===== src/rtl/lane_regs_pkg.sv =====
// Package: shared constants and register-layout functions for the lane
// control register bank.
// Assumes 8-bit registers; the addresses and bit positions below are the ones
// that downstream decode depends on.
package lane_regs_pkg;

    localparam int REG_W = 8;

    // Addresses with behaviour
    localparam int A_GLOBAL   = 0;
    localparam int A_STATUS   = 1;
    localparam int A_MIXED    = 2;
    localparam int A_EQ_PWR   = 4;
    localparam int A_SD_FORCE = 5;
    localparam int A_DRV      = 6;
    localparam int A_PIN_INV  = 7;

    // Bit positions
    localparam int B_SOFT_RST = 2;
    localparam int B_FORCE_HI = 7;
    localparam int B_FORCE_LO = 6;
    localparam int B_PD_OVR   = 5;
    localparam int B_MUTE_OVR = 4;
    localparam int B_DRV_PD   = 3;
    localparam int B_MUTE     = 1;
    localparam int B_SRC      = 0;
    localparam int B_EQ_PD    = 3;
    localparam int B_PIN_INV  = 5;

    // Reset value of each register address
    function automatic logic [REG_W-1:0] reg_default(input int a);
        case (a)
            3:       return 8'h80;
            4:       return 8'h90;
            5:       return 8'h04;
            6:       return 8'hC0;
            8:       return 8'h50;
            10:      return 8'h30;
            11:      return 8'h1A;
            default: return 8'h00;
        endcase
    endfunction

    // Bits that a write may change at each address
    function automatic logic [REG_W-1:0] wr_mask(input int a);
        case (a)
            A_GLOBAL: return 8'hFB;
            A_STATUS: return 8'h00;
            A_MIXED:  return 8'h0F;
            default:  return 8'hFF;
        endcase
    endfunction

endpackage


===== src/rtl/lane_reg_bank.sv =====
// Module: lane_reg_bank
// Stores the lane registers and applies byte writes through a per-address
// write mask. It also applies the self-clearing register reset. The
// next-state bank is exported so that the decoder can register its outputs
// on the same edge as the storage.
// Assumes: a single write per cycle, synchronous active-low reset.
module lane_reg_bank
    import lane_regs_pkg::*;
#(
    parameter int NREGS = 26,
    parameter int AW    = 5
) (
    input  logic                        clk,
    input  logic                        rst_n,
    input  logic                        we,
    input  logic [AW-1:0]               addr,
    input  logic [REG_W-1:0]            wdata,
    output logic [NREGS-1:0][REG_W-1:0] bank_q,
    output logic [NREGS-1:0][REG_W-1:0] bank_d,
    output logic                        soft_rst
);

    // Detect a write that requests a register reset
    always_comb begin
        soft_rst = we && (addr == AW'(A_GLOBAL)) && wdata[B_SOFT_RST];
    end

    // Build the next-state bank from the register reset or the masked write
    always_comb begin
        bank_d = bank_q;
        for (int i = 0; i < NREGS; i++) begin
            if (soft_rst) begin
                bank_d[i] = reg_default(i);
            end else if (we && (addr == AW'(i))) begin
                bank_d[i] = (wdata & wr_mask(i)) | (bank_q[i] & ~wr_mask(i));
            end
        end
    end

    // Storage flops with reset defaults
    always_ff @(posedge clk) begin
        if (!rst_n) begin
            for (int i = 0; i < NREGS; i++) begin
                bank_q[i] <= reg_default(i);
            end
        end else begin
            bank_q <= bank_d;
        end
    end

    AST_SOFT_RST_RESTORES: assert property (@(posedge clk) disable iff (!rst_n)
        soft_rst |=> (bank_q[A_GLOBAL] == 8'h00 && bank_q[A_SD_FORCE] == 8'h04
                      && bank_q[A_DRV] == 8'hC0 && bank_q[A_EQ_PWR] == 8'h90));
    AST_STATUS_NOT_STORED: assert property (@(posedge clk) disable iff (!rst_n)
        bank_q[A_STATUS] == 8'h00);
    AST_RO_NIBBLE_ZERO: assert property (@(posedge clk) disable iff (!rst_n)
        bank_q[A_MIXED][7:4] == 4'h0);

endmodule


===== src/rtl/lane_read_mux.sv =====
// Module: lane_read_mux
// Combinational read path. Address 0x01 is assembled from the live detector
// inputs. Addresses inside the bank return the stored byte, and addresses
// beyond it read 0.
// Assumes: the stored bank already holds zero in every read-only bit.
module lane_read_mux
    import lane_regs_pkg::*;
#(
    parameter int NREGS = 26,
    parameter int AW    = 5
) (
    input  logic [AW-1:0]               addr,
    input  logic [NREGS-1:0][REG_W-1:0] bank_q,
    input  logic                        sd_local,
    input  logic                        sd_adjacent,
    output logic [REG_W-1:0]            rdata
);

    // Select the read byte for the current address
    always_comb begin
        rdata = '0;
        if (addr == AW'(A_STATUS)) begin
            rdata = {sd_local, sd_adjacent, 5'b00000, 1'b1};
        end else begin
            for (int i = 0; i < NREGS; i++) begin
                if (addr == AW'(i)) begin
                    rdata = bank_q[i];
                end
            end
        end
    end

endmodule


===== src/rtl/lane_ctrl_decode.sv =====
// Module: lane_ctrl_decode
// Turns the next-state register fields and the live inputs into the lane's
// registered control outputs: forced signal detect, mute, power-downs,
// crosspoint source and a sticky force-conflict flag.
// Assumes: bank_d is the value the bank takes at the same edge, and LANE_ID
// is in the range 0..7.
module lane_ctrl_decode
    import lane_regs_pkg::*;
#(
    parameter int NREGS   = 26,
    parameter int LANE_ID = 2,
    parameter int NPIN    = 2
) (
    input  logic                        clk,
    input  logic                        rst_n,
    input  logic [NREGS-1:0][REG_W-1:0] bank_d,
    input  logic                        soft_rst,
    input  logic                        sd_local,
    input  logic                        pin_mode_en,
    input  logic [NPIN-1:0]             mux_pins,
    output logic                        sd_eff,
    output logic                        drv_mute,
    output logic                        drv_pd,
    output logic                        eq_pd,
    output logic                        src_adjacent,
    output logic                        cfg_err
);

    localparam int PIN_GRP = (LANE_ID / 2) % NPIN;

    logic force_hi, force_lo;
    logic sd_eff_d, mute_d, drv_pd_d, eq_pd_d, src_d, err_d;

    // Resolve forcing: the forced-low bit wins over the forced-high bit
    always_comb begin
        force_hi = bank_d[A_SD_FORCE][B_FORCE_HI];
        force_lo = bank_d[A_SD_FORCE][B_FORCE_LO];
        if (force_lo)      sd_eff_d = 1'b0;
        else if (force_hi) sd_eff_d = 1'b1;
        else               sd_eff_d = sd_local;
    end

    // Mute and power-downs: automatic on loss of signal, or set by overrides
    always_comb begin
        mute_d = bank_d[A_DRV][B_MUTE_OVR] ? bank_d[A_DRV][B_MUTE] : !sd_eff_d;
        if (bank_d[A_DRV][B_PD_OVR]) begin
            drv_pd_d = bank_d[A_DRV][B_DRV_PD];
            eq_pd_d  = bank_d[A_EQ_PWR][B_EQ_PD];
        end else begin
            drv_pd_d = !sd_eff_d;
            eq_pd_d  = !sd_eff_d;
        end
    end

    // Crosspoint source: register bit, or the group's pin with optional invert
    always_comb begin
        if (pin_mode_en) src_d = mux_pins[PIN_GRP] ^ bank_d[A_PIN_INV][B_PIN_INV];
        else             src_d = bank_d[A_DRV][B_SRC];
    end

    // Sticky conflict flag, cleared only by reset or register reset
    always_comb begin
        if (soft_rst)                 err_d = 1'b0;
        else if (force_hi && force_lo) err_d = 1'b1;
        else                          err_d = cfg_err;
    end

    // Output registers
    always_ff @(posedge clk) begin
        if (!rst_n) begin
            sd_eff       <= 1'b0;
            drv_mute     <= 1'b1;
            drv_pd       <= 1'b1;
            eq_pd        <= 1'b1;
            src_adjacent <= 1'b0;
            cfg_err      <= 1'b0;
        end else begin
            sd_eff       <= sd_eff_d;
            drv_mute     <= mute_d;
            drv_pd       <= drv_pd_d;
            eq_pd        <= eq_pd_d;
            src_adjacent <= src_d;
            cfg_err      <= err_d;
        end
    end

    AST_ERR_STICKY: assert property (@(posedge clk) disable iff (!rst_n)
        (cfg_err && !soft_rst) |=> cfg_err);
    AST_ERR_CLEARED: assert property (@(posedge clk) disable iff (!rst_n)
        soft_rst |=> !cfg_err);

endmodule


===== src/rtl/lane_ctrl_regs.sv =====
// Module: lane_ctrl_regs (top)
// Per-lane control register bank and decoder. It combines the storage, the
// read path and the control decoder. The relations between the stored
// fields and the registered outputs are checked here.
// Assumes: all inputs are synchronous to clk.
module lane_ctrl_regs
    import lane_regs_pkg::*;
#(
    parameter int LANE_ID = 2,
    parameter int NREGS   = 26,
    parameter int AW      = 5,
    parameter int NPIN    = 2
) (
    input  logic             clk,
    input  logic             rst_n,
    input  logic             reg_we,
    input  logic [AW-1:0]    reg_addr,
    input  logic [REG_W-1:0] reg_wdata,
    output logic [REG_W-1:0] reg_rdata,
    input  logic             sd_local,
    input  logic             sd_adjacent,
    input  logic             pin_mode_en,
    input  logic [NPIN-1:0]  mux_pins,
    output logic             sd_eff,
    output logic             drv_mute,
    output logic             drv_pd,
    output logic             eq_pd,
    output logic             src_adjacent,
    output logic             cfg_err
);

    logic [NREGS-1:0][REG_W-1:0] bank_q;
    logic [NREGS-1:0][REG_W-1:0] bank_d;
    logic                        soft_rst;

    lane_reg_bank #(.NREGS(NREGS), .AW(AW)) i_bank (
        .clk      (clk),
        .rst_n    (rst_n),
        .we       (reg_we),
        .addr     (reg_addr),
        .wdata    (reg_wdata),
        .bank_q   (bank_q),
        .bank_d   (bank_d),
        .soft_rst (soft_rst)
    );

    lane_read_mux #(.NREGS(NREGS), .AW(AW)) i_rmux (
        .addr        (reg_addr),
        .bank_q      (bank_q),
        .sd_local    (sd_local),
        .sd_adjacent (sd_adjacent),
        .rdata       (reg_rdata)
    );

    lane_ctrl_decode #(.NREGS(NREGS), .LANE_ID(LANE_ID), .NPIN(NPIN)) i_dec (
        .clk          (clk),
        .rst_n        (rst_n),
        .bank_d       (bank_d),
        .soft_rst     (soft_rst),
        .sd_local     (sd_local),
        .pin_mode_en  (pin_mode_en),
        .mux_pins     (mux_pins),
        .sd_eff       (sd_eff),
        .drv_mute     (drv_mute),
        .drv_pd       (drv_pd),
        .eq_pd        (eq_pd),
        .src_adjacent (src_adjacent),
        .cfg_err      (cfg_err)
    );

    AST_AUTO_MUTE: assert property (@(posedge clk) disable iff (!rst_n)
        !bank_q[A_DRV][B_MUTE_OVR] |-> (drv_mute == !sd_eff));
    AST_AUTO_PWRDN: assert property (@(posedge clk) disable iff (!rst_n)
        !bank_q[A_DRV][B_PD_OVR] |-> (drv_pd == !sd_eff && eq_pd == !sd_eff));
    AST_FORCE_HIGH: assert property (@(posedge clk) disable iff (!rst_n)
        (bank_q[A_SD_FORCE][B_FORCE_HI] && !bank_q[A_SD_FORCE][B_FORCE_LO]) |-> sd_eff);
    AST_FORCE_LOW: assert property (@(posedge clk) disable iff (!rst_n)
        bank_q[A_SD_FORCE][B_FORCE_LO] |-> !sd_eff);

endmodule


===== config.mk =====
export PLATFORM = sky130hd
export DESIGN_NAME = lane_ctrl_regs
export DESIGN_NICKNAME = d
export VERILOG_FILES = /design/src/rtl/lane_regs_pkg.sv /design/src/rtl/lane_reg_bank.sv /design/src/rtl/lane_read_mux.sv /design/src/rtl/lane_ctrl_decode.sv /design/src/rtl/lane_ctrl_regs.sv
export SDC_FILE = /design/constraint.sdc
export NUM_CORES = 1
export LEC_CHECK = 0
export ABC_CLOCK_PERIOD_IN_PS = 2200
export BUFFER_PORTS_ARGS = -buffer_cell sky130_fd_sc_hd__clkbuf_2
export CORE_AREA = 3 3 157 174
export DETAILED_ROUTE_END_ITERATION = 12
export DIE_AREA = 0 0 160 177
export GPL_TIMING_DRIVEN = 0
export PLACE_DENSITY = 0.62
export SETUP_SLACK_MARGIN = 0.1
export SYNTH_ARGS = -nofsm -noshare
export SYNTH_HDL_FRONTEND = slang
export SYNTH_HIERARCHICAL = 1
export SYNTH_SLANG_ARGS = --single-unit

===== constraint.sdc =====
create_clock -name clk -period 2.2 [get_ports clk]
set_input_delay 0.33 -clock clk [delete_from_list [all_inputs] [get_ports clk]]
set_output_delay 0.33 -clock clk [all_outputs]
set_load 0.01 [all_outputs]

==> results.md, run 1 <==
- CTS tree: built
- Fin worst setup slack: -0.565 ns
- Max incr delay on CP: 0.42 ns
- Fin nets: 1498
- Fmax: 362 MHz
- Crit path max fanout: 10
- Clock power frac: 0.439
- Sequential power share: 0.401
- Comb pwr share: 0.160
- GRT Total Usage: 0.403
- Die Ht: 177 um
- Clk Latency, worst-skew pair: 0.53 ns
- WP buf/inv: 6
- RSZ-0062 raised after global routing: yes
- Vias per cell: 6.81
- ANT nets after route: 0
- Post-layout min period: 2.77 ns
- DRT Pass-1 Iters: 7
- IO buf count: 29
- Yosys warning total: 6
- First-pass GRT wire length: 83.4 mm
- WS Path Type: input port to output port
- Chip Width: 160 um
- Max-capacitance violation count: 0
- Detailed placer's ending HPWL: 40.6 mm
- DRC Markers: 0
- Total number of vias: 12536
- Gr ovfl total: 0
- Final Setup Violations: 8
- Data arrival, critical path: 2.44 ns
- Largest net degree at the start of global routing: 14
- Pint: 6680 uW
- Worst setup SP type: input port
- Mapped Nets: 1381
- Multi-input gate area: 0.00632 mm2
- CTS clk-pin slew, worst paths: 0.06 ns
- Psw: 2760 uW
- CP max-delay cell: a21oi_1
- Routed len/inst: 32.1 um
- Power Dens Cells: 687 mW/mm2
- Max VDD drop: 0.477 mV
- Num rows: 61
- Placeable Area: 0.0255 mm2
- Starting Density: 0.409
- Slew HR: 0.188
- GP Congestion: 1.07
- Die area: 0.0283 mm2
- Worst slew pin tran: 1.22 ns
- Mapped Avg Cell Area: 7.67 um2
- Cell mode on critical path: buf_12
- Mapped Area: 0.0104 mm2
- TNS Setup: -3.48 ns
- FILL cells: 2504
- CP Cell Sequence: clkbuf_16, buf_12, buf_12, buf_12, buf_6, nor2_1, o22ai_1, a21oi_1, nor2_1, nor4b_2, o31ai_2, buf_2
- Outcome: finished, violations left
- # diodes: 0
- Starting DRT DRC Count: 2141
- Fraction of layout cells with a size suffix above 1: 0.223
- Fin. Hold Viols: 0
- Drt total wl: 59.0 mm
- CTS Buf Count: 25
- Leak: 0.00461 uW
- Slew Viols, Final: 0
- Sw Ratio: 0.292
- CP delay by family, top: buffers and inverters
- Failing checks: setup timing
- H-tree Lvls: 1
- CP endpoint kind: output port
- Worst hold path type: input port to flip-flop
- Final Util: 0.539
- Vias in the first global route: 11849
- Critical Path RT: 1.87 ns
- Clock net sink count: 206
- I/O Pins: 35
- Clock root cell: clkbuf_16
- Clk_skew: 0.00694 ns
- Clk buf depth: 3
- Initial antenna violation count: 0
- Area grow syn2layout: 31.8%
- Final period utilization: 1.26
- Register area: 0.00412 mm2
- Post-Syn Instances: 1360
==> cell usage in the layout, fill, tap and decap left out, drive strengths merged, types with 20 or more instances in the layout <==
master  instances
clkbuf        172
nor3           68
nand2          28
nand3         192
nor2           39
nor2b          20
o21ai         208
dfxtp         206
buf           120
a21oi         217
==> routing by layer <==
metal	wire length, um	share of wire	global-route usage
met3	7530	0.13	0.107
met4	5520	0.094	0.285
met5	0	0	0
met2	24300	0.41	0.597
met1	21700	0.37	0.510
==> through the flow <==
| step | cells | total power [uW] | hold slack [ns] | area, um2 | setup WS [ns] |
|---|---|---|---|---|---|
| floorplan | 1360 | 4430 | 0.392 | 10500 | 0.0667 |
| global placement | 1735 | 4960 | 0.442 | 11100 | -1.77 |
| detailed placement | 1735 | 4950 | 0.443 | 11100 | -1.67 |
| CTS | 1830 | 9290 | 0.0929 | 13400 | -0.478 |
| global route | 1841 | 9620 | 0.100 | 13700 | -0.566 |
| finish | 1841 | 9440 | 0.0947 | 13700 | -0.565 |
==> registers in the layout (all words and copies together) (netlist names) <==
register,cells
i_dec/cfg_err,1
i_dec/src_adjacent,1
i_dec/drv_mute,1
i_dec/drv_pd,1
i_dec/sd_eff,1
i_dec/eq_pd,1
i_bank/bank_q,200
==> worst paths after layout <==
check | startpoint | slack, ns | endpoint | cells after the start
hold reg to reg | i_bank/bank_q[137] | 0.47 | i_bank/bank_q[137] | 2
setup reg to reg | i_bank/bank_q[47] | 0.96 | i_dec/drv_mute | 5
hold / removal | mux_pins[1] | 0.09 | i_dec/src_adjacent | 3
setup / recovery | reg_addr[0] | -0.57 | reg_rdata[0] | 12
==> power by group through the flow <==
stage | clock [uW] | combinational (uW) | sequential [uW]
finish | 4150 | 1510 | 3790
global route | 4330 | 1510 | 3790
CTS | 4140 | 1360 | 3790
detailed placement | 0 | 1080 | 3870
global placement | 0 | 1090 | 3870
floorplan | 0 | 565 | 3860
==> worst reg2reg max path, delay by kind of cell (launching register included) <==
family	cells	cell delay, ns
multiplexers	1	0.17
AND/OR/NAND/NOR	1	0.07
flip-flops	1	0.38
AO/OA/AOI/OAI	3	0.51
==> cell type report <==
cell class,count,area share
flip-flops and latches,206,0.300
well taps,346,0.0315
multi-input cells,975,0.460
clock buffers,38,0.0542
clock inverters,7,0.00482
repair buffers,92,0.0718
plain buffers,167,0.0749
inverters,10,0.00273
==> timing repair <==
item,4_1_cts,5_1_grt
gates cloned,8,1
hold buffers,1,0
endpoints found under the setup margin,97,59
hold endpoints to repair,1,0
gates resized for setup,214,60
setup buffers,42,11
pin swaps,50,19
Power figures use the tool's default switching activity.
==> inputs of run 2 (changes only) <==
Settings changed: GPL_TIMING_DRIVEN 0 to 1.
==> results.md, run 2 (same netlist as run 1, synthesis figures left out) <==
- Routed len/inst: 23.6 um (-26%)
- Chip Width: 160 um (unchanged)
- Vias in the first global route: 11186 (-5.6%)
- Most common cell after layout, fill and taps aside: a21oi_1
- Placed Area: 0.0123 mm2 (+11%)
- # diodes: 0 (unchanged)
- Slew HR: 0.579 (+0.391)
- Crit path max fanout: 2 (-8)
- I/O Pins: 35 (unchanged)
- DRC Markers: 0 (unchanged)
- Comb pwr share: 0.139 (-0.021)
- TNS Setup: -2.53 ns (+0.956 ns)
- Clk_skew: 0.0121 ns (+0.00520 ns)
- Final Setup Violations: 8 (unchanged)
- Fin nets: 1504 (+0.40%)
- Worst setup SP type: flip-flop
- Initial antenna violation count: 0 (unchanged)
- Drt total wl: 43.6 mm (-26%)
- Largest net degree at the start of global routing: 48 (+34)
- Worst slew pin tran: 0.621 ns (-0.596 ns)
- Clock power frac: 0.473 (+0.034)
- Gr ovfl total: 0 (unchanged)
- H-tree Lvls: 1 (unchanged)
- FILL cells: 2360 (-5.8%)
- ANT nets after route: 0 (unchanged)
- Final period utilization: 1.21 (-0.0513)
- Sw Ratio: 0.262 (-0.0298)
- Largest Register: i_bank/bank_q
- Power Dens Cells: 692 mW/mm2 (+0.79%)
- Max-capacitance violation count: 0 (unchanged)
- Vias per cell: 6.32 (-7.2%)
- Fin cells: 1848 (+0.38%)
- Leak: 0.00496 uW (+7.6%)
- Clock net sink count: 206 (unchanged)
- CTS tree: built
- Pint: 7180 uW (+7.5%)
- Starting Density: 0.409 (unchanged)
- Psw: 2560 uW (-7.4%)
- Placeable Area: 0.0255 mm2 (unchanged)
- Fraction of layout cells with a size suffix above 1: 0.278 (+0.0549)
- Sequential power share: 0.389 (-0.012)
- WS Path Type: flip-flop to output port
- RSZ-0062 raised after global routing: yes
- Clk buf depth: 3 (unchanged)
- Fin. Hold Viols: 0 (unchanged)
- Detailed placer's ending HPWL: 29.1 mm (-28%)
- Total number of vias: 11679 (-6.8%)
- Largest register FFs: 200 (unchanged)
- Failing checks: setup timing
- Max VDD drop: 0.485 mV (+1.7%)
- Starting DRT DRC Count: 1384 (-35%)
- Commonest non-fill, non-tap cells in the layout: a21oi_1, dfxtp_1, buf_4
- Die area: 0.0283 mm2 (unchanged)
- Placed Instances: 1783 (+2.8%)
- CTS clk-pin slew, worst paths: 0.06 ns (about the same)
- Critical Path RT: 1.87 ns (about the same)
- First-pass GRT wire length: 66.7 mm (-20%)
- Fin area: 0.0141 mm2 (+2.3%)
- Worst hold path type: input port to flip-flop
- GRT Total Usage: 0.297 (-0.106)
- Post-layout min period: 2.65 ns (-0.113 ns)
- GP Congestion: 0.971 (-9.2%)
- Outcome: finished, violations left
- Clock root cell: clkbuf_16
- Data arrival, critical path: 2.32 ns (-0.12 ns)
- CTS Buf Count: 25 (unchanged)
- IO buf count: 33 (+14%)
- Fmax: 377 MHz (+4.3%)
- DRT Pass-1 Iters: 5 (-2)
- Fin worst setup slack: -0.452 ns (+0.113 ns)
- Die Ht: 177 um (unchanged)
- Num rows: 61 (unchanged)
- Area grow syn2layout: 34.9%
- Post-Route Hold Slack: 0.0783 ns (-0.0164 ns)
- CP endpoint kind: output port
- Clk Latency, worst-skew pair: 0.54 ns (about the same)
- Slew Viols, Final: 0 (unchanged)
[run 2: timing repair]
action,4_1_cts,5_1_grt
gates cloned,3,1
gates resized for setup,102,49
pin swaps,35,25
setup buffers,12,5
hold buffers,1,0
endpoints found under the hold margin,1,0
setup endpoints to repair,8,8
[run 2: critical path: stages, from the launching register on]
cell and delay, ns:
dfxtp_1 0.31, mux2i_1 0.13, buf_4 0.15, nor2_1 0.04
a221o_1 0.33, a2111oi_4 0.32, buf_4 0.16, a21o_1 0.13
nand3_1 0.08, clkbuf_2 0.14
[run 2: worst paths after layout]
check | from | to | slack, ns | depth (start not counted)
setup reg to reg | i_bank/bank_q[47] | i_dec/drv_mute | 0.89 | 5
setup / recovery | i_bank/bank_q[18] | reg_rdata[2] | -0.45 | 9
hold reg to reg | i_bank/bank_q[2] | i_bank/bank_q[2] | 0.46 | 1
hold / removal | mux_pins[1] | i_dec/src_adjacent | 0.08 | 3
[run 2: per-stage QoR]
step	power, uW	utilization	setup slack, ns
floorplan	4430	-	0.0667
global placement	5020	0.484	-0.579
detailed placement	5030	0.484	-0.576
CTS	9690	0.544	-0.460
global route	9970	0.552	-0.588
finish	9740	0.552	-0.452
[run 2: power groups by stage]
stage / Sequential, uW / Combinational, uW / Clock, uW
3_3_place_gp: 3860 / 1160 / 0
4_1_cts: 3780 / 1280 / 4630
6_report: 3780 / 1350 / 4600
5_1_grt: 3790 / 1400 / 4790
3_5_place_dp: 3870 / 1160 / 0
2_1_floorplan: 3860 / 565 / 0
[run 2: per-layer routing]
layer / up-vias / part of all wire / global-route usage
li1: 5239 / - / -
met1: 5647 / 0.40 / 0.389
met2: 653 / 0.46 / 0.478
met3: 140 / 0.086 / 0.0513
met4: 0 / 0.049 / 0.143
met5: - / 0 / 0
[run 2: layout make-up]
cell class,count,area [um2],share of cell area
clock inverters,13,235,0.0167
repair buffers,265,2440,0.173
inverters,10,37.5,0.00267
clock buffers,33,676,0.0480
well taps,346,433,0.0308
multi-input cells,975,6110,0.435
flip-flops and latches,206,4130,0.294
